[src/rtl/ce_gate_pkg.sv]
// Package: shared helpers for the chip-enable gate.
// Assumes: counters are sized to hold values 0..limit inclusive.
package ce_gate_pkg;

    // Width of a counter that must hold the value lim.
    function automatic int cnt_width(input int lim);
        return (lim < 1) ? 1 : $clog2(lim + 1);
    endfunction

endpackage

[src/rtl/ce_gate_edge.sv]
// Module: rising-edge detector for the reset-active flag.
// It flags the first cycle in which lvl is high after a cycle in which it was
// low. The detector's state clears on a synchronous reset, so a level that is
// already high when reset releases counts as a new edge.
module ce_gate_edge (
    input  logic clk,
    input  logic rst_n,
    input  logic lvl,
    output logic rise
);

    logic lvl_q;

    // Remember the level of the previous cycle.
    always_ff @(posedge clk) begin
        if (!rst_n) lvl_q <= 1'b0;
        else        lvl_q <= lvl;
    end

    assign rise = lvl & ~lvl_q;

endmodule

[src/rtl/ce_gate_window.sv]
// Module: grace-window timer.
// When reset starts (start=1) with the enable low, it grants up to
// GRACE_TICKS cycles, counting the start cycle. The window closes for the rest
// of the reset period once the enable goes high or the count is used up.
// Assumes: in_reset is high whenever start is high.
module ce_gate_window
    import ce_gate_pkg::*;
#(
    parameter int GRACE_TICKS = 750
) (
    input  logic clk,
    input  logic rst_n,
    input  logic start,
    input  logic in_reset,
    input  logic ce_low,
    output logic open
);

    localparam int CW = cnt_width(GRACE_TICKS);
    localparam logic [CW-1:0] LIMIT = CW'(GRACE_TICKS);

    logic          run_q;
    logic [CW-1:0] cnt_q;

    assign open = in_reset & ce_low & (start | (run_q & (cnt_q < LIMIT)));

    // Track the running window and its elapsed cycle count.
    always_ff @(posedge clk) begin
        if (!rst_n) begin
            run_q <= 1'b0;
            cnt_q <= '0;
        end else if (!in_reset) begin
            run_q <= 1'b0;
            cnt_q <= '0;
        end else if (start) begin
            run_q <= ce_low;
            cnt_q <= CW'(1);
        end else if (run_q && (!ce_low || cnt_q >= LIMIT)) begin
            run_q <= 1'b0;
        end else if (run_q) begin
            cnt_q <= cnt_q + CW'(1);
        end
    end

endmodule

[src/rtl/ce_gate_top.sv]
// Module: chip-enable gate for an external SRAM.
// Outside reset the enable passes through combinationally. During reset it is
// blocked, except for an access already in progress at reset onset, which
// keeps a bounded grace window.
// Assumes: rst_active is synchronous to clk; GRACE_TICKS >= 1.
module ce_gate_top #(
    parameter int GRACE_TICKS = 750
) (
    input  logic clk,
    input  logic rst_n,
    input  logic ce_in_n,
    input  logic rst_active,
    output logic ce_out_n
);

    logic rst_rise;
    logic grace_open;

    ce_gate_edge u_edge (
        .clk   (clk),
        .rst_n (rst_n),
        .lvl   (rst_active),
        .rise  (rst_rise)
    );

    ce_gate_window #(.GRACE_TICKS(GRACE_TICKS)) u_win (
        .clk      (clk),
        .rst_n    (rst_n),
        .start    (rst_rise),
        .in_reset (rst_active),
        .ce_low   (~ce_in_n),
        .open     (grace_open)
    );

    // Block the enable during reset unless the grace window is open.
    always_comb begin
        ce_out_n = ce_in_n | (rst_active & ~grace_open);
    end

endmodule

[config.mk]
export PLATFORM = sky130hd
export DESIGN_NAME = ce_gate_top
export DESIGN_NICKNAME = d
export VERILOG_FILES = /design/src/rtl/ce_gate_pkg.sv /design/src/rtl/ce_gate_edge.sv /design/src/rtl/ce_gate_window.sv /design/src/rtl/ce_gate_top.sv
export SDC_FILE = /design/constraint.sdc
export NUM_CORES = 1
export LEC_CHECK = 0
export BUFFER_PORTS_ARGS = -buffer_cell sky130_fd_sc_hd__buf_2
export CELL_PAD_IN_SITES_DETAIL_PLACEMENT = 0
export CELL_PAD_IN_SITES_GLOBAL_PLACEMENT = 1
export CORE_MARGIN = 5
export CORE_UTILIZATION = 42
export CTS_CLUSTER_DIAMETER = 30
export DETAILED_ROUTE_END_ITERATION = 8
export PLACE_DENSITY = 0.84
export SLEW_MARGIN = 30
export SYNTH_ARGS = -nofsm -noshare
export SYNTH_HDL_FRONTEND = slang
export SYNTH_SLANG_ARGS = --single-unit
[constraint.sdc]
create_clock -name clk -period 1.8 [get_ports clk]
set_clock_uncertainty 0.05 [all_clocks]
set_input_delay 0.18 -clock clk [delete_from_list [all_inputs] [get_ports clk]]
set_output_delay 0.18 -clock clk [all_outputs]
set_load 0.05 [all_outputs]
== Word-level counts from Yosys, hierarchy flattened ==
Index checks and enable logic that the tools add are counted.

* Input bits: 4
* Bits in registers: 12
* Word-level logic and storage cells: 34
* Output and inout bits: 1

* $lt $le $gt $ge: 2
* Mux-type cells: 5
* Equal/unequal tests: 1
* $add $sub $neg: 1
* Reductions and logical operators: 8
* Bitwise gates (word level): 13

{| class="wikitable"
|+ Operator list
! operator !! count
|-
| 10-bit by 1-bit adder with 10-bit output (second input constant) || 1
|-
| 10-bit >= comparator (second input constant) || 1
|-
| 10-bit < comparator (second input constant) || 1
|-
| 1-bit NOT || 6
|-
| 2-bit AND reduction || 3
|-
| 1-bit bitwise AND || 5
|-
| 1-bit 2-to-1 mux || 5
|-
| 2-bit nonzero test || 2
|-
| 3-bit OR reduction || 1
|-
| 2-bit by 1-bit inequality test with 1-bit output (second input constant) || 1
|-
| 1-bit OR || 2
|-
| 1-bit logical AND || 1
|-
| 1-bit logical OR || 1
|}

== Depth between registers and ports, before layout ==
Gate-level depths: netlist of run 1.

* Depth in word-level cells: 7
* Mapped depth: 6
* Mapped depth without buffers: 6

== By module ==
A second synthesis of run 1 with hierarchy kept.

* Cell total of the unflattened synthesis: 82
* Area total of the unflattened synthesis: 719.4 sq um

{| class="wikitable"
|+ Modules (own cells, without submodules)
! module !! instances !! cells each !! area each (sq um) !! seq. area each (sq um)
|-
| ce_gate_window || 1 || 76 || 663.1 || 220.2
|-
| ce_gate_edge || 1 || 3 || 40.0 || 20.0
|-
| ce_gate_top || 1 || 3 || 16.3 || 0.0
|}

== Worst setup path after synthesis of run 1 ==
OpenSTA, ideal clock, no wires.

* Kind: register -> output
* Start: register u_win.cnt_q[2]
* End: output port ce_out_n
* Data arrival time: 1.582 ns
* Setup slack: -0.012 ns
* Stages on the path, launching flop included: 5
* Path buffers: 0
* Data required time: 1.570 ns
* Cell sequence: dfxtp_1 > and3b_2 > a21oi_1 > nand2b_1 > a21oi_1

* Word-level cells in the longest chain between the ends: 7

{| class="wikitable"
|+ RTL lines
! element !! RTL line !! source
|-
| from (decl) || ce_gate_window.sv:23 || <nowiki>logic [CW-1:0] cnt_q;</nowiki>
|-
| from (signal assigned) || ce_gate_window.sv:41 || <nowiki>cnt_q <= cnt_q + CW'(1);</nowiki>
|-
| 10-bit < comparator || ce_gate_window.sv:25 || <nowiki>assign open = in_reset & ce_low & (start | (run_q & (cnt_q < LIMIT)));</nowiki>
|-
| 1-bit bitwise AND || ce_gate_window.sv:25 ||
|-
| 1-bit OR || ce_gate_window.sv:25 ||
|-
| 1-bit bitwise AND || ce_gate_window.sv:25 ||
|-
| 1-bit NOT || ce_gate_top.sv:37 || <nowiki>ce_out_n = ce_in_n | (rst_active & ~grace_open);</nowiki>
|-
| 1-bit bitwise AND || ce_gate_top.sv:37 ||
|-
| 1-bit OR || ce_gate_top.sv:37 ||
|-
| to (decl) || ce_gate_top.sv:13 || <nowiki>output logic ce_out_n</nowiki>
|}

Every way passes these cells.

== Worst setup path in the final report of run 1 ==
* Start: register u_win.cnt_q[3]
* End: output port ce_out_n

Same word-level chain as after synthesis.

==> results of run 1 <==
-- kinds of logic after synthesis --
| family | synth area share |
|---|---|
| AO/OA/AOI/OAI | 0.194 |
| multiplexers | 0.0147 |
| buffers and inverters | 0.0220 |
| AND/OR/NAND/NOR | 0.381 |
| flip-flops | 0.352 |
| adder cells (fa/ha/maj) | 0.0366 |
-- critical path: stages (launching register included) --
cell and delay (ns):
dfxtp_1 0.40, and3b_2 0.23, a21oi_1 0.06, nand2b_1 0.16
a21oi_2 0.13, buf_4 0.20
-- power groups by stage --
stage	clock network, mW	registers, mW	logic, mW
4_1_cts	0.175	0.272	0.0318
3_3_place_gp	0	0.278	0.0303
6_report	0.167	0.272	0.0316
5_1_grt	0.190	0.273	0.0353
2_1_floorplan	0	0.277	0.0210
3_5_place_dp	0	0.278	0.0306
-- layout make-up --
cell class | count | area share
clock buffer | 3 | 0.0297
inverter | 3 | 0.0149
multi-input combinational | 68 | 0.569
sequential | 12 | 0.320
tap | 16 | 0.0264
timing repair buffer | 5 | 0.0396
-- how the worst min path moves through the flow --
stage | end | slack, ns | cells after the start
2_1_floorplan | u_edge.lvl_q | 0.26 | 2
3_3_place_gp | u_edge.lvl_q | 0.40 | 3
3_5_place_dp | u_edge.lvl_q | 0.40 | 3
4_1_cts | u_edge.lvl_q | 0.11 | 3
5_1_grt | u_edge.lvl_q | 0.13 | 3
6_report | u_edge.lvl_q | 0.11 | 3
-- cells in the mapped netlist, drive strengths merged (2+ instances only) --
library cell,number,area share
inv,3,0.016
a41o,2,0.031
nand3,4,0.029
a31oi,3,0.027
a31o,2,0.026
and2,3,0.031
or3,2,0.018
dfxtp,12,0.35
and4,2,0.026
nor3,2,0.031
o41ai,2,0.026
nand2b,4,0.037
ha,2,0.037
nand2,9,0.049
nor2,10,0.055
a21oi,8,0.059
and3,5,0.048
-- placed cells by master, fill, tap and decap left out, types with 2 or more instances in the layout --
cell type,Yosys,routed
a21oi_1,8,7
a31o_2,2,2
a31oi_1,3,3
and2_2,2,2
and3_1,4,4
and4_1,2,2
buf_2,0,3
buf_4,0,2
clkbuf_4,0,3
dfxtp_1,12,10
dfxtp_2,0,2
ha_1,2,2
inv_1,3,3
nand2_1,9,9
nand2b_1,4,4
nand3_1,4,4
nor2_1,10,10
o41ai_1,2,2
or3_1,2,2
-- sequential cells by signal (all words and copies together) (netlist names) --
register / flops
u_edge.lvl_q: 1
u_win.run_q: 1
u_win.cnt_q: 10
-- repair_timing --
| action | 4_1_cts | 5_1_grt |
|---|---|---|
| buffers inserted | 0 | 0 |
| resized for setup | 1 | 2 |
| endpoints found under the setup margin | 1 | 1 |
-- layer usage --
metal,GRT usage,up-vias,share of wire
li1,-,325,-
met1,0.164,286,0.50
met2,0.197,6,0.44
met3,0.0355,5,0.020
met4,0.0894,0,0.031
met5,0,-,0
==> results.sh, run 1 <==
export IMPL_status="complete, no violations"
export IMPL_syn_nets=90
export IMPL_h_tree_depth=1
export IMPL_drc=0
export IMPL_dr_total_vias=622
export IMPL_fin_util=0.498
export IMPL_ctsHoldBuffers=0
export IMPL_ys_seq_area_frac=0.352
export IMPL_synth_edf_count=0
export IMPL_ff2ff_path_depth=6
export IMPL_crit_type="reg -> out"
export IMPL_drv_slew=0
export IMPL_clk_latency_ns=0.27
export IMPL_fin_setup_tns_ns=0
export IMPL_die_y_um=50.3
export IMPL_worst_slack_ns=0.116
export IMPL_cp_startpoint="u_win.cnt_q[3]"
export IMPL_cap_violations=0
export IMPL_startpoint_type="register"
export IMPL_detail_route_antenna_nets=0
export IMPL_dr_pass1_iters=4
export IMPL_place_gp_congestion=0.740
export IMPL_clock_path_buffers=2
export IMPL_wl_per_cell_um=13.3
export IMPL_grt_max_degree=11
export IMPL_postLayoutCellArea_um2=758
export IMPL_cts_sinks=12
export IMPL_period_share=0.935
export IMPL_drt_initial_drc_count=14
export IMPL_slew_headroom=0.726
export IMPL_root_buffer="clkbuf_4"
export IMPL_crit_fanout=6
export IMPL_port_buffers=4
export IMPL_placedCellCount=104
export IMPL_grt_pass1_wl_mm=2.56
export IMPL_dpl_worst_slack_ns=0.152
export IMPL_r2r_end="u_win.cnt_q[3]"
export IMPL_holdCritPathClass="in -> reg"
export IMPL_clk_pin_slew_ns=0.07
export IMPL_fin_crit_ns=1.68
export IMPL_synth_cell_types=30
export IMPL_area_delta_synth_final_pct=11.0
export IMPL_wirelength_mm=1.42
export IMPL_fin_nets=99
export IMPL_power_density_nw_per_um2=620
export IMPL_postSynthCellCount=84
export IMPL_core_area_um2=1520
export IMPL_ys_ff_latch=12
export IMPL_p_leak_nw=0.329
export IMPL_p_int_uw=357
export IMPL_rsz0062_at_grt="no"
export IMPL_critPathArrivalTime_ns=1.45
export IMPL_multi_input_area_um2=432
export IMPL_p_comb_frac=0.067
export IMPL_syn_area_um2=683
export IMPL_cts_tree="built"
export IMPL_switchingPower_uw=113
export IMPL_cts_made_buffers=3
export IMPL_grt_overflow_total=0
export IMPL_grt_total_usage=0.132
export IMPL_synth_flop_cell="dfxtp_1"
export IMPL_power_frac_seq=0.578
export IMPL_r2r_setup_slack_ns=0.13
export IMPL_worstPathRequired_ns=1.57
export IMPL_dieArea_um2=2530
export IMPL_max_freq_ghz=0.594
export IMPL_dpl_cell_area_um2=731
export IMPL_hp_start="rst_n"
export IMPL_grt_pass1_vias=569
export IMPL_final_cells=107
export IMPL_fillerInstances=158
export IMPL_avgSynthCellArea_um2=8.13
export IMPL_layout_drive_gt1_share=0.220
export IMPL_vdd_drop_max_mv=0.370
export IMPL_async_reset_ff_frac=0
export IMPL_n_antenna_cell=0
export IMPL_swShare=0.240
export IMPL_antenna_found_initial=0
export IMPL_seq_area_um2=243
export IMPL_start_util=0.448
export IMPL_io_pins=5
export IMPL_synth_yosys_warnings=0
export IMPL_critPathCaptureType="primary output"
export IMPL_total_power_uw=470
export IMPL_setup_viol=0
export IMPL_timing_rr_start="u_win.cnt_q[0]"
export IMPL_dpl_hpwl_mm=1.06
export IMPL_cp_endpoint="ce_out_n"
export IMPL_timing_hold_ws_ns=0.111
export IMPL_viasPerCell=5.81
export IMPL_row_count=14
export IMPL_tightest_slew_ns=0.410
export IMPL_dieWidth_um=50.3
export IMPL_pwr_share_clk=0.355
export IMPL_report_final_hold_viol_count=0
(Power assumes the default switching activity.)
==> inputs of run 2 (changes only) <==
- CORE_UTILIZATION: 42 -> 38
- PLACE_DENSITY: 0.84 -> 0.8
- clock period: 1.8 -> 1.4 ns (I/O delays scaled with it)
==> run 2 against run 1 <==
  * The flow now finishes with violations (negative setup slack)
  * Critical path depth unchanged
  * Combinational power increased by 78%
  * Register-to-register slack got worse by 0.26 ns
  * Critical endpoint unchanged
  * Highest routed layer unchanged
==> results.sh, run 2 (synthesized netlist as in run 1, its figures left out) <==
export IMPL_dr_total_vias=761
export IMPL_reg_largest_list="u_win.cnt_q: 10 flops, u_edge.lvl_q: 1 flops, u_win.run_q: 1 flops"
export IMPL_core_area_um2=1730
export IMPL_report_final_hold_viol_count=0
export IMPL_setup_viol=7
export IMPL_slew_headroom=0.755
export IMPL_drt_initial_drc_count=5
export IMPL_dieWidth_um=52.4
export IMPL_grt_total_usage=0.161
export IMPL_vdd_drop_max_mv=0.426
export IMPL_grt_pass1_vias=808
export IMPL_fillerInstances=156
export IMPL_io_pins=5
export IMPL_worst_slack_ns=-0.131
export IMPL_dpl_hpwl_mm=1.26
export IMPL_place_gp_congestion=0.755
export IMPL_wl_per_cell_um=13.4
export IMPL_max_freq_ghz=0.653
export IMPL_clk_latency_ns=0.27
export IMPL_clock_path_buffers=2
export IMPL_grt_max_degree=9
export IMPL_row_count=15
export IMPL_cts_sinks=12
export IMPL_cts_made_buffers=3
export IMPL_mostFrequentLayoutCells="buf_4, nand2_1, nor2_1"
export IMPL_grt_pass1_wl_mm=3.35
export IMPL_tightest_slew_ns=0.363
export IMPL_regMostFlops="u_win.cnt_q"
export IMPL_layout_drive_gt1_share=0.547
export IMPL_port_buffers=4
export IMPL_fin_crit_ns=1.53
export IMPL_dieArea_um2=2750
export IMPL_critPathArrivalTime_ns=1.34
export IMPL_n_antenna_cell=0
export IMPL_layout_commonest_cell="buf_4"
export IMPL_period_share=1.09
export IMPL_die_y_um=52.4
export IMPL_detail_route_antenna_nets=0
export IMPL_grt_overflow_total=0
export IMPL_worstPathRequired_ns=1.21
export IMPL_dr_pass1_iters=4
export IMPL_clk_pin_slew_ns=0.07
export IMPL_drv_slew=0
export IMPL_area_delta_synth_final_pct=56.2
export IMPL_power_density_nw_per_um2=581
export IMPL_fin_setup_tns_ns=-0.523
export IMPL_total_power_uw=620
export IMPL_fin_nets=125
export IMPL_drc=0
export IMPL_cap_violations=0
export IMPL_h_tree_depth=1
export IMPL_viasPerCell=5.36
export IMPL_r2r_setup_slack_ns=-0.13
export IMPL_fin_util=0.618
export IMPL_p_leak_nw=0.466
export IMPL_holdCritPathClass="in -> reg"
export IMPL_cts_tree="built"
export IMPL_status="finished with violations"
export IMPL_critPathCaptureType="primary output"
export IMPL_failed_checks="negative setup slack"
export IMPL_start_util=0.396
export IMPL_wirelength_mm=1.90
export IMPL_largest_reg_flops=10
export IMPL_startpoint_type="register"
export IMPL_rsz0062_at_grt="yes"
export IMPL_crit_type="reg -> out"
export IMPL_root_buffer="clkbuf_4"
export IMPL_antenna_found_initial=0
export IMPL_crit_fanout=5
-- run 2: what timing repair did --
action / CTS / global route
setup buffers: 4 / 2
setup endpoints to repair: 9 / 11
gates cloned: 1 / 0
hold buffers: 0 / 0
resized for setup: 9 / 11
pin swaps: 9 / 7
-- run 2: final timing paths --
| kind | from | end | cells past startpoint |
|---|---|---|---|
| setup / recovery | u_win.cnt_q[8] | ce_out_n | 5 |
| setup reg to reg | u_win.cnt_q[0] | u_win.cnt_q[3] | 6 |
| hold reg to reg | u_win.cnt_q[8] | u_win.cnt_q[8] | 2 |
| hold / removal | rst_n | u_edge.lvl_q | 3 |
-- run 2: where the power goes --
group | leakage [nW] | internal [mW] | switching [mW]
registers | 0.100 | 0.346 | 0.00391
logic | 0.352 | 0.0247 | 0.0315
clock network | 0.0138 | 0.0998 | 0.114
total | 0.466 | 0.470 | 0.149
-- run 2: layer usage --
metal / wire length, um / vias up / GRT usage
met5: 0 / - / 0
met4: 50 / 0 / 0.0979
met3: 49 / 7 / 0.0256
met2: 950 / 11 / 0.271
met1: 849 / 362 / 0.190
li1: - / 381 / -
-- run 2: stage by stage --
stage	instances	cell area [um^2]	hold slack, ns	setup slack (ns)
global placement	132	915	0.353	-0.0822
detailed placement	132	915	0.375	-0.110
floorplan	84	717	0.220	-0.0649
global route	142	1070	0.129	-0.207
finish	142	1070	0.0900	-0.131
CTS	140	1010	0.0887	-0.139
-- run 2: cell type report --
class / instances / area (um^2) / share of cell area
sequential: 12 / 248 / 0.232
clock buffer: 3 / 22.5 / 0.0211
inverter: 3 / 11.3 / 0.0106
timing repair buffer: 30 / 233 / 0.218
multi-input combinational: 69 / 522 / 0.489
tap: 25 / 31.3 / 0.0293
-- run 2: worst max-delay path: stages, from the launching register on --
cell and delay [ns]:
dfxtp_2 0.34, and3b_2 0.25, a21oi_2 0.05, nand2b_4 0.14, a21oi_4 0.12, buf_6 0.17
==> inputs of run 3 (changes only) <==
- CORE_UTILIZATION: 38 -> 39
- PLACE_DENSITY: 0.8 -> 0.81
- SYNTH_HIERARCHICAL: not set -> 1
==> run 3 against run 2 <==
  * The run still ends with negative setup slack left
  * Design area increased by 16%
  * Hold slack worse by 0.040 ns
  * Synthesized cell count shrank 2.4%
  * Largest power group unchanged
  * Highest routed layer unchanged
  * Non-clock buffer count increased by 6
==> results.sh, run 3 <==
export IMPL_status="finished with violations"
export IMPL_failed_checks="negative setup slack"
export IMPL_viasPerCell=5.59
export IMPL_clock_path_buffers=2
export IMPL_synth_cell_types=33
export IMPL_mostFrequentLayoutCells="buf_4, buf_6"
export IMPL_drv_slew=0
export IMPL_worstPathRequired_ns=1.21
export IMPL_dpl_hpwl_mm=1.40
export IMPL_synth_yosys_warnings=6
export IMPL_r2r_end="u_win/cnt_q[1]"
export IMPL_whs_endpoint="u_edge/lvl_q"
export IMPL_ys_seq_area_frac=0.334
export IMPL_syn_nets=88
export IMPL_fin_nets=128
export IMPL_die_y_um=53.0
export IMPL_total_power_uw=637
export IMPL_synthTopCellsByCount="dfxtp_1, a21oi_1, nand2_1"
export IMPL_yosysTopAreaCell="dfxtp_1"
export IMPL_p_leak_nw=0.490
export IMPL_fin_util=0.709
export IMPL_grt_pass1_wl_mm=3.48
export IMPL_syn_area_um2=719
export IMPL_start_util=0.412
export IMPL_grt_max_degree=10
export IMPL_crit_fanout=3
export IMPL_wirelength_mm=2.44
export IMPL_postSynthCellCount=82
export IMPL_largest_reg_flops=10
export IMPL_crit_type="reg -> out"
export IMPL_dpl_worst_slack_ns=-0.319
export IMPL_ys_ff_latch=12
export IMPL_clk_pin_slew_ns=0.08
export IMPL_async_reset_ff_frac=0
export IMPL_drt_initial_drc_count=12
export IMPL_port_buffers=4
export IMPL_slew_headroom=0.811
export IMPL_worst_slack_ns=-0.474
export IMPL_fin_setup_tns_ns=-2.92
export IMPL_max_freq_ghz=0.534
export IMPL_avgSynthCellArea_um2=8.77
export IMPL_yosysMostFrequentCell="dfxtp_1"
export IMPL_grt_pass1_vias=763
export IMPL_dieArea_um2=2800
export IMPL_synth_area_leaders="dfxtp_1, a21oi_1, o31ai_1, or4_1, nand2_1"
export IMPL_row_count=15
export IMPL_startpoint_type="register"
export IMPL_antenna_found_initial=0
export IMPL_cts_sinks=12
export IMPL_reg_largest_list="u_win/cnt_q: 10 flops, u_edge/lvl_q: 1 flops, u_win/run_q: 1 flops"
export IMPL_cp_startpoint="u_win/cnt_q[4]"
export IMPL_holdCritPathClass="in -> reg"
export IMPL_layout_commonest_cell="buf_4"
export IMPL_n_antenna_cell=0
export IMPL_tightest_slew_ns=0.281
export IMPL_wl_per_cell_um=16.8
export IMPL_synth_edf_count=0
export IMPL_core_area_um2=1750
export IMPL_setup_viol=10
export IMPL_cts_made_buffers=3
export IMPL_dr_total_vias=810
export IMPL_layout_drive_gt1_share=0.642
export IMPL_r2r_setup_slack_ns=-0.38
export IMPL_h_tree_depth=1
export IMPL_vdd_drop_max_mv=0.581
export IMPL_place_gp_congestion=0.819
export IMPL_fin_crit_ns=1.87
export IMPL_drc=0
export IMPL_cap_violations=0
export IMPL_period_share=1.34
export IMPL_dr_pass1_iters=4
export IMPL_hp_start="rst_n"
export IMPL_io_pins=5
export IMPL_fillerInstances=136
export IMPL_cts_tree="built"
export IMPL_timing_rr_start="u_win/cnt_q[4]"
export IMPL_area_delta_synth_final_pct=72.0
export IMPL_report_final_hold_viol_count=0
export IMPL_worstHoldPathCells=2
export IMPL_netlist_area_leader_share=0.334
export IMPL_clk_latency_ns=0.28
export IMPL_critPathCaptureType="primary output"
export IMPL_grt_overflow_total=0
export IMPL_ff2ff_path_depth=7
export IMPL_root_buffer="clkbuf_4"
export IMPL_rsz0062_at_grt="yes"
export IMPL_grt_total_usage=0.175
export IMPL_dieWidth_um=53.0
export IMPL_synth_flop_cell="dfxtp_1"
export IMPL_detail_route_antenna_nets=0
export IMPL_regMostFlops="u_win/cnt_q"
export IMPL_critPathArrivalTime_ns=1.68
export IMPL_power_density_nw_per_um2=515
==> run 3: changes by cell type after synthesis, sizes merged, moves of 3 or more <==
cell,before,now
nor2,10,3
o31ai,0,6
or4,0,6
and3,5,2
inv,3,6
nand2b,4,1
==> run 3: kinds of logic after synthesis <==
| group | Yosys count | synth area share |
|---|---|---|
| adders and majority gates | 2 | 0.0348 |
| DFF | 12 | 0.334 |
| and+or+nand+nor | 34 | 0.315 |
| AOI/OAI and AO/OA | 26 | 0.254 |
| buffers and inverters | 8 | 0.0626 |
==> run 3: worst max path at each step <==
stage	end	slack, ns	depth (start not counted)
floorplan	ce_out_n	-0.19	5
detailed placement	u_win/cnt_q[8]	-0.32	5
global placement	ce_out_n	-0.24	6
global route	ce_out_n	-0.54	6
CTS	ce_out_n	-0.44	6
finish	ce_out_n	-0.47	6
==> run 3: cell type report <==
cell class                 count  area [um^2]  share of cell area
clock buffer                   3         22.5              0.0182
inverter                       6         22.5              0.0182
sequential                    12          259               0.209
multi-input combinational     63          602               0.486
timing repair buffer          36          300               0.243
tap                           25         31.3              0.0253
==> run 3: layer usage <==
metal,routed length [um],vias to the layer above,part of all wire,global-route usage
met3,50,4,0.020,0.0423
met1,1010,400,0.41,0.206
met4,40,0,0.016,0.0809
li1,-,394,-,-
met2,1340,12,0.55,0.293
met5,0,-,0,0
==> run 3: what timing repair did <==
| item | CTS | global route |
|---|---|---|
| buffers inserted | 1 | 5 |
| gates resized for setup | 7 | 35 |
| endpoints found under the setup margin | 10 | 11 |
| hold buffers | 0 | 0 |
| hold endpoints to repair | 0 | 0 |
| pin swaps | 4 | 13 |
| gates cloned | 0 | 1 |
==> run 3: worst max-delay path, cell delays in order, from the launching register on <==
cell and delay, ns:
dfxtp_2 0.34, nand4b_4 0.16, o31a_2 0.30, o2111ai_2 0.19, a21boi_2 0.10, o21ai_4 0.17, buf_8 0.16
==> run 3: power breakdown <==
part | leakage [nW] | internal, mW | switching, mW
sequential | 0.102 | 0.338 | 0.00370
combinational | 0.374 | 0.0295 | 0.0400
clock | 0.0138 | 0.0997 | 0.127
==> run 3: through the flow <==
step | area (um^2) | hold slack (ns) | cells
global placement | 973 | 0.326 | 135
detailed placement | 973 | 0.339 | 135
floorplan | 749 | 0.212 | 82
CTS | 1030 | 0.0550 | 139
global route | 1240 | 0.0573 | 145
finish | 1240 | 0.0503 | 145
